===== src/rtl/hsr_pkg.sv =====
// Shared constants and the grid-rounding function for the sync regenerator.
// Assumes the snapping grid is a power of two.
package hsr_pkg;
    localparam int unsigned GRID_LOG2 = 3;
    localparam int unsigned GRID      = 1 << GRID_LOG2;
    localparam int unsigned HALF_M1   = (GRID / 2) - 1;

    // Round to nearest grid multiple, halfway rounds down; optional floor of one grid step.
    function automatic logic [31:0] snap_grid(input logic [31:0] v, input logic min_one);
        logic [31:0] s;
        s = v + HALF_M1;
        s[GRID_LOG2-1:0] = '0;
        if (min_one && s == 32'd0) s = GRID;
        return s;
    endfunction
endpackage


===== src/rtl/hsr_meter.sv =====
// Measures the raw horizontal sync offset and width relative to the
// falling edge of data enable, and reports grid-rounded values once per line.
// Assumes one raw sync pulse per line, lying inside the line counter range.
module hsr_meter #(
    parameter int unsigned CNT_W = 12
) (
    input  logic             clk,
    input  logic             rst_n,
    input  logic             de,
    input  logic             hsync_in,
    output logic [CNT_W-1:0] idx,
    output logic             de_fall,
    output logic             line_done,
    output logic [CNT_W-1:0] off_snap,
    output logic [CNT_W-1:0] wid_snap
);
    import hsr_pkg::*;
    localparam logic [CNT_W-1:0] CNT_MAX = '1;

    logic             de_q, hs_q, seen_q;
    logic [CNT_W-1:0] pos_q, off_q, wid_raw;
    logic             hs_rise, hs_fall;

    assign de_fall   = de_q & ~de;
    assign idx       = de_fall ? '0 : pos_q;
    assign hs_rise   = hsync_in & ~hs_q;
    assign hs_fall   = ~hsync_in & hs_q;
    assign line_done = hs_fall & seen_q;
    assign wid_raw   = idx - off_q;
    assign off_snap  = CNT_W'(snap_grid(32'(off_q), 1'b0));
    assign wid_snap  = CNT_W'(snap_grid(32'(wid_raw), 1'b1));

    // Edge history and saturating line-position counter.
    always_ff @(posedge clk) begin
        if (!rst_n) begin
            de_q  <= 1'b0;
            hs_q  <= 1'b0;
            pos_q <= '0;
        end else begin
            de_q  <= de;
            hs_q  <= hsync_in;
            pos_q <= (idx == CNT_MAX) ? idx : idx + 1'b1;
        end
    end

    // Capture the offset at the raw leading edge; track an open pulse.
    always_ff @(posedge clk) begin
        if (!rst_n) begin
            off_q  <= '0;
            seen_q <= 1'b0;
        end else if (hs_rise) begin
            off_q  <= idx;
            seen_q <= 1'b1;
        end else if (hs_fall) begin
            seen_q <= 1'b0;
        end
    end


    snapped_on_grid_chk: assert property (@(posedge clk) disable iff (!rst_n)
        line_done |-> (off_snap[GRID_LOG2-1:0] == '0 && wid_snap[GRID_LOG2-1:0] == '0
                       && wid_snap != '0));
endmodule


===== src/rtl/hsr_filter.sv =====
// Two-line agreement filter: a rounded offset/width pair becomes pending
// only when it repeats on consecutive lines; pending values become active
// at the next data-enable falling edge. Assumes line_done and de_fall never coincide.
module hsr_filter #(
    parameter int unsigned CNT_W = 12
) (
    input  logic             clk,
    input  logic             rst_n,
    input  logic             line_done,
    input  logic             de_fall,
    input  logic [CNT_W-1:0] off_snap,
    input  logic [CNT_W-1:0] wid_snap,
    output logic             eff_valid,
    output logic [CNT_W-1:0] eff_off,
    output logic [CNT_W-1:0] eff_wid
);
    logic             cand_valid, pend_valid, act_valid;
    logic [CNT_W-1:0] cand_off, cand_wid, pend_off, pend_wid, act_off, act_wid;
    logic             agree;

    assign agree     = cand_valid && off_snap == cand_off && wid_snap == cand_wid;
    assign eff_valid = de_fall ? pend_valid : act_valid;
    assign eff_off   = de_fall ? pend_off   : act_off;
    assign eff_wid   = de_fall ? pend_wid   : act_wid;

    // Remember the last line's pair and promote it when the next line agrees.
    always_ff @(posedge clk) begin
        if (!rst_n) begin
            cand_valid <= 1'b0;
            cand_off   <= '0;
            cand_wid   <= '0;
            pend_valid <= 1'b0;
            pend_off   <= '0;
            pend_wid   <= '0;
        end else if (line_done) begin
            cand_valid <= 1'b1;
            cand_off   <= off_snap;
            cand_wid   <= wid_snap;
            if (agree) begin
                pend_valid <= 1'b1;
                pend_off   <= off_snap;
                pend_wid   <= wid_snap;
            end
        end
    end

    // Load the pending pair at the start of each line so the window never shifts mid-line.
    always_ff @(posedge clk) begin
        if (!rst_n) begin
            act_valid <= 1'b0;
            act_off   <= '0;
            act_wid   <= '0;
        end else if (de_fall) begin
            act_valid <= pend_valid;
            act_off   <= pend_off;
            act_wid   <= pend_wid;
        end
    end


    no_commit_without_agreement_chk: assert property (@(posedge clk) disable iff (!rst_n)
        (line_done && !agree) |=> ($stable(pend_off) && $stable(pend_wid)));
endmodule


===== src/rtl/hsr_gen.sv =====
// Output stage: draws the regenerated horizontal pulse from the line
// position and the active window, re-times vertical sync to its leading
// edge, or passes raw syncs through in bypass. Outputs are registered.
module hsr_gen #(
    parameter int unsigned CNT_W = 12
) (
    input  logic             clk,
    input  logic             rst_n,
    input  logic             bypass,
    input  logic             hsync_in,
    input  logic             vsync_in,
    input  logic [CNT_W-1:0] idx,
    input  logic             eff_valid,
    input  logic [CNT_W-1:0] eff_off,
    input  logic [CNT_W-1:0] eff_wid,
    output logic             hsync_out,
    output logic             vsync_out
);
    logic [CNT_W:0] win_end;
    logic           hs_next;

    assign win_end = {1'b0, eff_off} + {1'b0, eff_wid};
    assign hs_next = eff_valid && (idx >= eff_off) && ({1'b0, idx} < win_end);

    // Drive the registered sync outputs.
    always_ff @(posedge clk) begin
        if (!rst_n) begin
            hsync_out <= 1'b0;
            vsync_out <= 1'b0;
        end else if (bypass) begin
            hsync_out <= hsync_in;
            vsync_out <= vsync_in;
        end else begin
            hsync_out <= hs_next;
            if (hs_next && !hsync_out) vsync_out <= vsync_in;
        end
    end


    bypass_delay_chk: assert property (@(posedge clk) disable iff (!rst_n)
        bypass |=> (hsync_out == $past(hsync_in) && vsync_out == $past(vsync_in)));


    vsync_moves_at_edge_chk: assert property (@(posedge clk) disable iff (!rst_n)
        (!$stable(vsync_out) && !$past(bypass)) |-> $rose(hsync_out));
endmodule


===== src/rtl/hsync_regen.sv =====
// Top of the jitter-tolerant sync regenerator: meter, agreement filter and
// output stage. Assumes active-high syncs and one raw pulse per line in blanking.
module hsync_regen #(
    parameter int unsigned CNT_W = 12
) (
    input  logic clk,
    input  logic rst_n,
    input  logic bypass,
    input  logic de,
    input  logic hsync_in,
    input  logic vsync_in,
    output logic hsync_out,
    output logic vsync_out
);
    logic [CNT_W-1:0] idx, off_snap, wid_snap, eff_off, eff_wid;
    logic             de_fall, line_done, eff_valid;

    hsr_meter #(.CNT_W(CNT_W)) u_meter (
        .clk(clk), .rst_n(rst_n), .de(de), .hsync_in(hsync_in),
        .idx(idx), .de_fall(de_fall), .line_done(line_done),
        .off_snap(off_snap), .wid_snap(wid_snap)
    );

    hsr_filter #(.CNT_W(CNT_W)) u_filter (
        .clk(clk), .rst_n(rst_n), .line_done(line_done), .de_fall(de_fall),
        .off_snap(off_snap), .wid_snap(wid_snap),
        .eff_valid(eff_valid), .eff_off(eff_off), .eff_wid(eff_wid)
    );

    hsr_gen #(.CNT_W(CNT_W)) u_gen (
        .clk(clk), .rst_n(rst_n), .bypass(bypass),
        .hsync_in(hsync_in), .vsync_in(vsync_in), .idx(idx),
        .eff_valid(eff_valid), .eff_off(eff_off), .eff_wid(eff_wid),
        .hsync_out(hsync_out), .vsync_out(vsync_out)
    );


    quiet_after_reset_chk: assert property (@(posedge clk)
        !rst_n |=> (!hsync_out && !vsync_out));
endmodule


===== config.mk =====
export PLATFORM = sky130hd
export DESIGN_NAME = hsync_regen
export DESIGN_NICKNAME = d
export VERILOG_FILES = /design/src/rtl/hsr_pkg.sv /design/src/rtl/hsr_meter.sv /design/src/rtl/hsr_filter.sv /design/src/rtl/hsr_gen.sv /design/src/rtl/hsync_regen.sv
export SDC_FILE = /design/constraint.sdc
export NUM_CORES = 1
export LEC_CHECK = 0
export BUFFER_PORTS_ARGS = -buffer_cell sky130_fd_sc_hd__buf_2
export CORE_MARGIN = 2
export CORE_UTILIZATION = 56
export CTS_BUF_LIST = sky130_fd_sc_hd__clkbuf_16
export DETAILED_ROUTE_END_ITERATION = 6
export GPL_TIMING_DRIVEN = 0
export MAX_ROUTING_LAYER = met4
export PLACE_DENSITY = 0.73
export SKIP_CTS_REPAIR_TIMING = 1
export SLEW_MARGIN = 20
export SYNTH_ARGS = -nofsm -noshare
export SYNTH_HDL_FRONTEND = slang
export SYNTH_SLANG_ARGS = --single-unit
export TNS_END_PERCENT = 30

===== constraint.sdc =====
create_clock -name clk -period 4.85 [get_ports clk]
set_input_delay 0.485 -clock clk [delete_from_list [all_inputs] [get_ports clk]]
set_output_delay 0.485 -clock clk [all_outputs]
set_load 0.02 [all_outputs]

After elaboration in Yosys (flattened, before gate mapping)
Index checks and enable logic that the tools add are counted.

word-level totals
  input port bits = 6
  bits in registers = 98
  output and inout bits = 2
  logic and storage cells = 54

operators by class
  mux-type cells = 11
  add/sub/neg operators = 5
  reductions and logical operators = 10
  order comparisons = 2
  eq/ne operators = 3
  bitwise operators = 7

operators with widths
  kind                                            number
  2-to-1 mux 12 bit                               5
  logical NOT 29 bit                              1
  adder 12 x 12 -> 13 bit                         1
  adder 12 x 2 -> 13 bit (second input constant)  1
  < comparator 12 x 13 -> 1 bit                   1
  adder 12 x 1 -> 12 bit (second input constant)  1
  adder 12 x 2 -> 12 bit (second input constant)  1
  == test 12 bit                                  1
  == test 12 bit (second input constant)          1
  >= comparator 12 bit                            1
  subtractor 12 bit                               1
  == test 9 bit                                   1
  2-to-1 mux 1 bit                                6
  logical AND 1 bit                               5
  bitwise AND 1 bit                               4
  nonzero test 2 bit                              2
  inverter 1 bit                                  3
  AND reduction 2 bit                             1
  logical NOT 1 bit                               1

Longest topological paths before layout
Gate-level depths: netlist of the first run.

  depth after elaboration = 10
  mapped depth = 28
  gate-level depth less buffers = 24

Cells and area by module
From an unflattened synthesis of the first run, not the netlist that was laid out.

unflattened totals
  cell total of the unflattened synthesis = 737
  area total of the unflattened synthesis = 6392.4 sq um

modules (own cells, without submodules)
  module      times used  area an instance (sq um)  cells each
  hsr_filter  1           3064.2                    307
  hsr_meter   1           2199.6                    288
  hsr_gen     1           1128.6                    142

Worst setup path before layout of the first run
No wires, ideal clock.

  kind = input -> register
  from = in de
  to = reg u_gen.vsync_out
  setup slack = -0.219 ns
  setup time = 0.121 ns
  arrival time = 4.948 ns
  required time = 4.729 ns
  buffers on the path = 4
  stages on the path = 25
  cells stage by stage = nand2b_4 buf_6 buf_2 clkbuf_1 clkbuf_1 mux2i_1 inv_1 ha_1 inv_1 o21bai_1 a21oi_1 o21bai_1 a21oi_1 o21bai_1 a21oi_1 o21ai_0 xnor2_1 ha_1 a2111oi_0 o21ai_0 o31ai_1 a31oi_1 nor4_1 a21oi_1 mux2i_1

between the ends
  word-level cells in the longest chain between the ends = 8

ends and longest elaborated chain
  element                                                                    RTL line                      source
  from (decl)                                                                hsync_regen.sv:9              input logic de,
  inverter 1 bit *                                                           hsr_meter.sv:24               assign de_fall = de_q & ~de;
  bitwise AND 1 bit *                                                        hsr_meter.sv:24
  2-to-1 mux 12 bit *                                                        --
  net eff_off[3]                                                             hsync_regen.sv:15             logic [CNT_W-1:0] idx, off_snap, wid_snap, eff_off, eff_wid;
  adder 12 x 12 -> 13 bit / >= comparator 12 bit (equally long branches)     hsr_gen.sv:22, hsr_gen.sv:23
  < comparator 12 x 13 -> 1 bit / logical AND 1 bit (equally long branches)  hsr_gen.sv:23                 assign hs_next = eff_valid && (idx >= eff_off) && ({1'b0, idx} < win_end);
  logical AND 1 bit *                                                        hsr_gen.sv:23
  logical AND 1 bit *                                                        hsr_gen.sv:35                 if (hs_next && !hsync_out) vsync_out <= vsync_in;
  nonzero test 2 bit (no line) *                                             --
  to (signal assigned)                                                       hsr_gen.sv:32                 vsync_out <= vsync_in;
  to (signal assigned)                                                       hsr_gen.sv:35
  to (decl)                                                                  hsr_gen.sv:17                 output logic vsync_out

Mark *: on every way through the listed nets, which the timed path passes. The rest lies on a longest branch.
A chain may end at the register's enable or synchronous reset.

Worst setup path after layout of the first run
  from = reg u_meter.de_q
  to = reg u_gen.vsync_out

between the ends
  word-level cells in the longest chain between the ends = 7

ends and longest elaborated chain
  element                                                                    RTL line                      source
  from (decl)                                                                hsr_meter.sv:20               logic de_q, hs_q, seen_q;
  from (signal assigned)                                                     hsr_meter.sv:36               de_q <= 1'b0;
  from (signal assigned)                                                     hsr_meter.sv:40               de_q <= de;
  bitwise AND 1 bit *                                                        hsr_meter.sv:24
  2-to-1 mux 12 bit *                                                        --
  net eff_off[3]                                                             hsync_regen.sv:15
  adder 12 x 12 -> 13 bit / >= comparator 12 bit (equally long branches)     hsr_gen.sv:22, hsr_gen.sv:23
  < comparator 12 x 13 -> 1 bit / logical AND 1 bit (equally long branches)  hsr_gen.sv:23
  logical AND 1 bit *                                                        hsr_gen.sv:23
  logical AND 1 bit *                                                        hsr_gen.sv:35
  nonzero test 2 bit (no line) *                                             --

Marks and branches as above.

==> results_dict.tcl, run 1 <==
set metrics [dict create \
    peakVddDrop_uv 158 \
    async_flop_share 0 \
    drc 0 \
    hold_class "input pin to flop" \
    first_pass_iters 5 \
    die_x_um 109 \
    critical-path-slowest-cell "nor4_2" \
    grt_remaining_overflow 0 \
    finalSetupTns_ns 0 \
    initialDrtViolationCount 427 \
    grt_pass1_wl_um 26800 \
    crit_end "u_gen.vsync_out" \
    cp-start-kind "flop" \
    yosys.area.top_type "dfxtp_1" \
    grt_pass1_vias 5290 \
    holdPathStages 2 \
    grt_max_degree 17 \
    grtUsageTotal 0.303 \
    fp-row-count 38 \
    synthTopCellsByArea "dfxtp_1 (30%), ha_1 (8.3%), nor2_1 (5.8%), xnor2_1 (4.7%), nand2_1 (4.3%)" \
    cts_buffers 9 \
    ys_types 79 \
    max_stage_delay_ns 0.35 \
    syn-instance-count 759 \
    hpwl_um 12900 \
    place_congestion 0.927 \
    via_per_inst 6.04 \
    antenna_found_initial 0 \
    drive_gt1_frac 0.148 \
    core_sq_um 10800 \
    fp.dieH_um 109 \
    syn_area_sq_um 6180 \
    startpoint "u_meter.de_q" \
    tightest_slew_ns 0.695 \
    r2r_setup_slack_ns 0.19 \
    routedWlPerCell_um 18.3 \
    cp_data_arrival_time_ns 4.90 \
    path_clk_slew_ns 0.07 \
    finClkSkew_ns 0.0133 \
    status "complete, no violations" \
    synth_ff_type "dfxtp_1" \
    setup_viol 0 \
    end_kind "flop" \
    dieArea_sq_um 11900 \
    postRouteAntennaNets 0 \
    final_cells 935 \
    power.total_mw 1.70 \
    nets 839 \
    maxCapViolCount 0 \
    antenna_cells 0 \
    initial_utilization 0.573 \
    synth_top_cells_by_count "nor2_1 (95), dfxtp_1 (92), nand2_1 (71), a21oi_1 (51)" \
    ys_ff_latch 92 \
    cts_tree "built" \
    fmax_mhz 215 \
    yosysMostFrequentCell "nor2_1" \
    area_delta_synth_final_pct 12.8 \
    cts_buffer_depth 2 \
    routed_wl_um 17100 \
    final_max_slew_viol_count 0 \
    io_buffers 7 \
    placed_cells 906 \
    crit_required_ns 5.09 \
    clock-sinks 92 \
    hold_violations 0 \
    synth_fp_nets 808 \
    rr_worst_depth 25 \
    syn_avg_cell_area_sq_um 8.15 \
    clk_latency_ns 0.35 \
    synth_top_area_frac 0.298 \
    worstPathMaxFanout 10 \
    root_buffer "clkbuf_16" \
    rr_startpoint "u_meter.de_q" \
    slew_headroom 0.537 \
    htree_num_levels 3 \
    timing.rr.end "u_gen.vsync_out" \
    p_per_area_nw_per_um2 243 \
    vias 5647 \
    synth_edf_count 0 \
    period_share 0.960 \
    leakagePower_nw 2.82 \
    seq_area_frac_synth 0.298 \
    finalCriticalPeriod_ns 4.66 \
    yosys_warnings 0 \
    io_pins 8 \
    critPathKind "flop to flop" \
]
## worst max-delay path, delay by kind of cell, from the launching register on
kind | cells | cell delay, ns
and+or+nand+nor | 2 | 0.43
DFF | 1 | 0.33
buffers and inverters | 6 | 0.65
adders and majority gates | 2 | 0.58
AOI/OAI and AO/OA | 12 | 1.98
xor gates and xnor gates | 1 | 0.15
muxes | 2 | 0.40
## through the flow
| stage | util | setup WS [ns] | hold slack [ns] | area [sq um] |
|---|---|---|---|---|
| after floorplan | - | 0.0368 | 0.430 | 6190 |
| after global placement | 0.593 | -0.960 | 0.442 | 6400 |
| after detailed placement | 0.593 | -1.11 | 0.457 | 6400 |
| after CTS | 0.618 | -0.811 | 0.353 | 6670 |
| after global routing | 0.646 | -0.0683 | 0.368 | 6980 |
| final | 0.646 | 0.193 | 0.371 | 6980 |
## cell families after synthesis
logic type / after synthesis / share of synthesized area
AO/OA/AOI/OAI: 181 / 0.209
XOR/XNOR: 51 / 0.0781
adder cells (fa/ha/maj): 44 / 0.0910
buffers and inverters: 79 / 0.0542
flip-flops: 92 / 0.298
multiplexers: 24 / 0.0392
AND/OR/NAND/NOR: 288 / 0.231
## how the worst min path moves through the flow
stage	slack, ns	from	end
2_1_floorplan	0.43	u_meter.pos_q[11]	u_meter.pos_q[11]
3_3_place_gp	0.44	u_meter.pos_q[11]	u_meter.pos_q[11]
3_5_place_dp	0.46	u_filter.act_wid[3]	u_filter.act_wid[3]
4_1_cts	0.35	bypass	u_gen.hsync_out
5_1_grt	0.37	bypass	u_gen.hsync_out
6_report	0.37	de	u_meter.de_q
## cell usage in the layout (no fill, tap or decap), drive strengths merged, types with 8 or more instances in the layout
| cell | instances |
|---|---|
| a211oi | 34 |
| a21oi | 51 |
| a31oi | 8 |
| and2 | 21 |
| and3 | 13 |
| buf | 42 |
| clkbuf | 22 |
| dfxtp | 92 |
| ha | 41 |
| inv | 45 |
| mux2i | 22 |
| nand2 | 73 |
| nand2b | 15 |
| nand3 | 12 |
| nor2 | 95 |
| nor2b | 9 |
| nor3 | 21 |
| o21ai | 30 |
| xnor2 | 35 |
| xor2 | 15 |
## per-layer routing
layer  GRT usage  routed length (um)  up-vias
met4       0.112                 467        0
met1       0.367                7420     2682
li1            -                   -     2751
met3      0.0634                 974       41
met2       0.498                8220      173
met5           -                   0        -
## layout make-up
type / count / area [sq um]
buffer: 34 / 204
clock buffer: 9 / 225
clock inverter: 7 / 48.8
fill: 870 / 3820
inverter: 44 / 165
multi-input combinational: 588 / 4160
sequential: 92 / 1840
tap: 140 / 175
timing repair buffer: 21 / 153
## report_power, final
part           switching (mW)  internal, mW
sequential            0.00779         0.763
clock                   0.316         0.349
combinational           0.163        0.0982
## sequential cells by signal (all words and copies together), names as in the netlist, 9 cells and up
name	flops
u_meter.pos_q	12
u_filter.cand_off	9
u_filter.pend_off	9
u_filter.pend_wid	9
u_meter.off_q	12
u_filter.act_wid	12
u_filter.cand_wid	9
u_filter.act_off	12
(Power assumes the default switching activity.)
==> inputs of run 2 (changes only) <==
- ABC_AREA: not set -> 1
==> run 2 against run 1 <==
Effect of this change: synthesized area decreased by 1.2%; global-route usage decreased by 3.0 points; combinational power increased by 68%; worst setup slack improved by 0.24 ns; cell area decreased by 4.7%; power increased by 14%; hold slack got worse by 0.025 ns; routed wire length decreased by 14%; die area decreased by 1.1%; synthesized cell count increased by 21%; critical endpoint unchanged.
==> results_dict.tcl, run 2 <==
set metrics [dict create \
    placed_cells 1062 \
    dieArea_sq_um 11800 \
    path_clk_slew_ns 0.07 \
    finalCriticalPeriod_ns 4.42 \
    grt_max_degree 16 \
    area_delta_synth_final_pct 8.80 \
    clock-sinks 92 \
    postRouteAntennaNets 0 \
    synth_fp_nets 964 \
    cp-start-kind "flop" \
    rsz0062_at_grt "no" \
    yosysMostFrequentCell "nand2_1" \
    final_common_cell "nand2_1" \
    initial_utilization 0.569 \
    hold_violations 0 \
    grt_pass1_vias 5076 \
    drive_gt1_frac 0.105 \
    peakVddDrop_uv 155 \
    tightest_slew_ns 0.722 \
    maxCapViolCount 0 \
    place_congestion 0.924 \
    finalSetupTns_ns 0 \
    yosys_warnings 0 \
    grt_pass1_wl_um 24300 \
    p_per_area_nw_per_um2 291 \
    period_share 0.911 \
    initialDrtViolationCount 333 \
    root_buffer "clkbuf_16" \
    cts_buffer_depth 2 \
    final_cell_mix "nand2_1 (179), inv_1 (156), nor2_1 (106)" \
    setup_viol 0 \
    nets 985 \
    fp.dieH_um 108 \
    worstPathMaxFanout 10 \
    grt_remaining_overflow 0 \
    ys_types 42 \
    clk_latency_ns 0.35 \
    finClkSkew_ns 0.00984 \
    ys_ff_latch 92 \
    synth_ff_type "dfxtp_1" \
    critical-path-slowest-cell "ha_1" \
    first_pass_iters 5 \
    cts_buffers 9 \
    synth_top_cells_by_count "nand2_1 (179), inv_1 (155), nor2_1 (106), dfxtp_1 (92)" \
    vias 5548 \
    synthTopCellsByArea "dfxtp_1 (30%), nand2_1 (11%), inv_1 (9.5%), ha_1 (8.4%), nor2_1 (6.5%)" \
    hpwl_um 11600 \
    fp-row-count 38 \
    place_area_sq_um 6320 \
    stdcell_area_sq_um 6650 \
    syn_avg_cell_area_sq_um 6.68 \
    async_flop_share 0 \
    core_sq_um 10700 \
    status "complete, no violations" \
    routed_wl_um 14600 \
    routedWlPerCell_um 13.5 \
    antenna_cells 0 \
    antenna_found_initial 0 \
    end_kind "flop" \
    max_stage_delay_ns 0.34 \
    synth_top_area_frac 0.301 \
    htree_num_levels 3 \
    fin_util 0.619 \
    hold_class "input pin to flop" \
    final_cells 1081 \
    synth_edf_count 0 \
    grtUsageTotal 0.273 \
    syn_area_sq_um 6110 \
    die_x_um 108 \
    fmax_mhz 226 \
    leakagePower_nw 3.37 \
    drc 0 \
    syn-instance-count 915 \
    io_buffers 7 \
    power.total_mw 1.93 \
    critPathKind "flop to flop" \
    seq_area_frac_synth 0.301 \
    io_pins 8 \
    via_per_inst 5.13 \
    cp_data_arrival_time_ns 4.63 \
    slew_headroom 0.519 \
    yosys.area.top_type "dfxtp_1" \
    crit_required_ns 5.06 \
    final_max_slew_viol_count 0 \
    cts_tree "built" \
]
## run 2: path summary, 6_finish.rpt
check                             end  slack, ns  cells past startpoint                start
hold / removal           u_meter.de_q       0.35                      3                   de
setup reg to reg      u_gen.vsync_out       0.43                     28         u_meter.de_q
setup / recovery      u_gen.vsync_out       0.43                     28         u_meter.de_q
hold reg to reg   u_filter.act_wid[0]       0.45                      2  u_filter.act_wid[0]
## run 2: final cells by class
| cell class | instances | area, sq um |
|---|---|---|
| well taps | 140 | 175 |
| flip-flops and latches | 92 | 1840 |
| multi-input cells | 637 | 3540 |
| clock buffers | 9 | 225 |
| plain buffers | 24 | 131 |
| clock inverters | 7 | 67.6 |
| inverters | 162 | 612 |
| repair buffers | 10 | 57.6 |
| fillers | 1083 | 4100 |
## run 2: kinds of logic after synthesis
logic type                 synth area share
AOI/OAI and AO/OA                     0.128
xor gates and xnor gates             0.0338
adders and majority gates            0.0921
buffers and inverters                 0.120
DFF                                   0.301
and+or+nand+nor                       0.324
## run 2: power by group
| group | leakage [nW] | internal (mW) | switching, mW |
|---|---|---|---|
| clock network | 0.145 | 0.398 | 0.305 |
| registers | 0.748 | 0.778 | 0.0136 |
| logic | 2.48 | 0.140 | 0.298 |
## run 2: critical path: cells and delay by family, from the launching register on
kind	cells	cell delay [ns]
xor+xnor	1	0.15
fa+ha+maj	2	0.64
compound gates	8	0.96
flops	1	0.33
buf+inv	5	0.81
simple gates	12	1.40
## run 2: per-stage QoR
stage	worst slack [ns]	hold WS [ns]
after floorplan	0.712	0.424
after CTS	0.0259	0.340
after global placement	-0.225	0.433
final	0.433	0.345
after global routing	0.0271	0.362
after detailed placement	-0.234	0.438
## run 2: layer usage
metal / routed length, um / global-route usage
met1: 7230 / 0.361
met2: 6400 / 0.425
met3: 475 / 0.0229
met4: 524 / 0.127
met5: 0 / -
==> inputs of run 3 (changes only) <==
- CORE_MARGIN: 2 -> not set
- SYNTH_HIERARCHICAL: not set -> 1
==> run 3 against run 2 <==
Effect of this change: worst setup slack improved by 0.043 ns; non-clock buffer count increased by 8; core utilization is 1.1 points higher; die area increased by 11%; synthesized area up 15%; largest power group unchanged; critical endpoint is now u_filter/pend_wid[9]; register-to-register slack better by 0.04 ns; clock skew barely moved; maximum frequency grew 0.98%; global-route usage grew 0.64 points; critical path depth grew 4; cell area rose by 15%; flip-flop and latch count grew 12.
==> results_dict.tcl, run 3 <==
set metrics [dict create \
    io_pins 8 \
    peakVddDrop_uv 220 \
    ys_types 47 \
    rsz0062_at_grt "no" \
    fp.dieH_um 114 \
    cts_buffers 9 \
    startpoint "u_meter/de_q" \
    leakagePower_nw 3.81 \
    nets 1177 \
    holdPathStages 3 \
    dieArea_sq_um 13000 \
    die_x_um 114 \
    fmax_mhz 229 \
    drive_gt1_frac 0.0833 \
    rr_worst_depth 32 \
    initial_utilization 0.582 \
    path_depth 32 \
    worst-path-buf-inv 6 \
    yosysMostFrequentCell "nand2_1" \
    final_max_slew_viol_count 0 \
    critPathTopFamily "simple AND/OR/NAND/NOR gates" \
    cts_buffer_depth 2 \
    crit_path_frequent_cell "nand2_1" \
    hpwl_um 13300 \
    critPathKind "flop to flop" \
    path_clk_slew_ns 0.08 \
    postRouteAntennaNets 0 \
    grt_pass1_vias 5769 \
    clock-sinks 104 \
    ys_ff_latch 104 \
    finalCriticalPeriod_ns 4.37 \
    grt_remaining_overflow 0 \
    period_share 0.902 \
    via_per_inst 4.94 \
    rr_startpoint "u_meter/de_q" \
    slew_headroom 0.599 \
    syn_area_sq_um 7040 \
    io_buffers 7 \
    yosys_warnings 6 \
    maxCapViolCount 0 \
    crit_required_ns 5.11 \
    cts_tree "built" \
    synth_top_cells_by_count "nand2_1 (306), inv_1 (180), nor2_1 (113), dfxtp_1 (104), a21oi_1 (92)" \
    core_sq_um 12100 \
    yosys.area.top_type "dfxtp_1" \
    initialDrtViolationCount 452 \
    final_cell_mix "nand2_1 (306), inv_1 (180), nor2_1 (112)" \
    hold_violations 0 \
    synth_top_area_frac 0.296 \
    final-seq-area_sq_um 2080 \
    synthTopCellsByArea "dfxtp_1 (30%), nand2_1 (16%), inv_1 (9.6%), ha_1 (8.2%), a21oi_1 (6.5%)" \
    critical-path-slowest-cell "fa_1" \
    vias 6406 \
    grt_max_degree 21 \
    worstPathMaxFanout 10 \
    grt_pass1_wl_um 27500 \
    fp-row-count 40 \
    drc 0 \
    tightest_slew_ns 0.599 \
    synth_edf_count 0 \
    setup_viol 0 \
    syn-instance-count 1100 \
    cp-start-kind "flop" \
    antenna_cells 0 \
    routed_wl_um 16700 \
    pre_cts_ws_ns 0.0421 \
    seq_area_frac_synth 0.296 \
    hp-start "de" \
    synth_ff_type "dfxtp_1" \
    area_delta_synth_final_pct 8.31 \
    end_kind "flop" \
    max_stage_delay_ns 0.44 \
    place_congestion 0.881 \
    finClkSkew_ns 0.00958 \
    routedWlPerCell_um 12.9 \
    first_pass_iters 5 \
    p_per_area_nw_per_um2 263 \
    antenna_found_initial 0 \
    syn_avg_cell_area_sq_um 6.40 \
    grtUsageTotal 0.279 \
    root_buffer "clkbuf_16" \
    hold_class "input pin to flop" \
    htree_num_levels 3 \
    async_flop_share 0 \
    clk_latency_ns 0.35 \
    finalSetupTns_ns 0 \
    cp_data_arrival_time_ns 4.63 \
    multi_input_area_sq_um 4070 \
    final_common_cell "nand2_1" \
    fillers 1195 \
    worst_slack_ns 0.476 \
    status "complete, no violations" \
]
run 3: changes by cell type after synthesis, moves of 6 or more:
| cell | previous run | this run |
|---|---|---|
| nor2_1 | 106 | 113 |
| nand4_1 | 23 | 13 |
| buf_4 | 0 | 10 |
| or2_2 | 18 | 1 |
| nor2_4 | 1 | 7 |
| dfxtp_1 | 92 | 104 |
| nand2_1 | 179 | 306 |
| a21oi_1 | 62 | 92 |
| nand3_1 | 42 | 53 |
| o21ai_0 | 62 | 51 |
| nand2_2 | 21 | 13 |
| inv_1 | 155 | 180 |
run 3: area by class of cell:
type / count / share of cell area
Multi-Input combinational cell: 777 / 0.533
Sequential cell: 104 / 0.273
Inverter: 189 / 0.0933
Clock buffer: 9 / 0.0295
Tap cell: 168 / 0.0276
Buffer: 35 / 0.0264
Clock inverter: 7 / 0.0123
Timing Repair Buffer: 7 / 0.00459
run 3: worst paths after layout:
| path | to | slack (ns) |
|---|---|---|
| worst max-delay path | u_filter/pend_wid[9] | 0.48 |
| worst min-delay path | u_meter/de_q | 0.33 |
| worst max register to register | u_filter/pend_wid[9] | 0.48 |
| worst min register to register | u_meter/seen_q | 0.45 |
run 3: where the power goes:
group	leakage [nW]	switching [mW]	internal, mW
logic	2.81	0.244	0.111
clock network	0.153	0.357	0.416
registers	0.842	0.0125	0.869
run 3: worst register-to-register path, delay by kind of cell, from the launching register on:
family                     cells  cell delay (ns)
and+or+nand+nor               22             2.24
buffers and inverters          6             0.71
adders and majority gates      2             0.68
DFF                            1             0.33
AOI/OAI and AO/OA              2             0.32
run 3: kinds of logic (layout without fill, tap and decap cells):
family,count (synthesis),after routing,share of synthesized area
buffers and inverters,224,247,0.130
adders and majority gates,48,48,0.0874
AOI/OAI and AO/OA,160,160,0.120
and+or+nand+nor,541,541,0.339
xor gates and xnor gates,22,22,0.0274
DFF,104,104,0.296
other,1,6,0.000532
run 3: layer usage:
layer  vias to the layer above  track usage  part of all wire
li1                       3475            -                 -
met1                      2805        0.372              0.49
met2                       113        0.444              0.45
met3                        13       0.0466             0.049
met4                         0       0.0649             0.010
met5                         -            -                 0
run 3: stage by stage:
stage / total power, mW / instances / area [sq um] / hold WS, ns / utilization
5_1_grt: 2.11 / 1296 / 7630 / 0.355 / 0.630
2_1_floorplan: 1.17 / 1105 / 7060 / 0.424 / -
3_3_place_gp: 1.25 / 1280 / 7310 / 0.441 / 0.603
4_1_cts: 2.02 / 1296 / 7630 / 0.319 / 0.630
6_report: 2.01 / 1296 / 7630 / 0.329 / 0.630
3_5_place_dp: 1.25 / 1280 / 7310 / 0.437 / 0.603
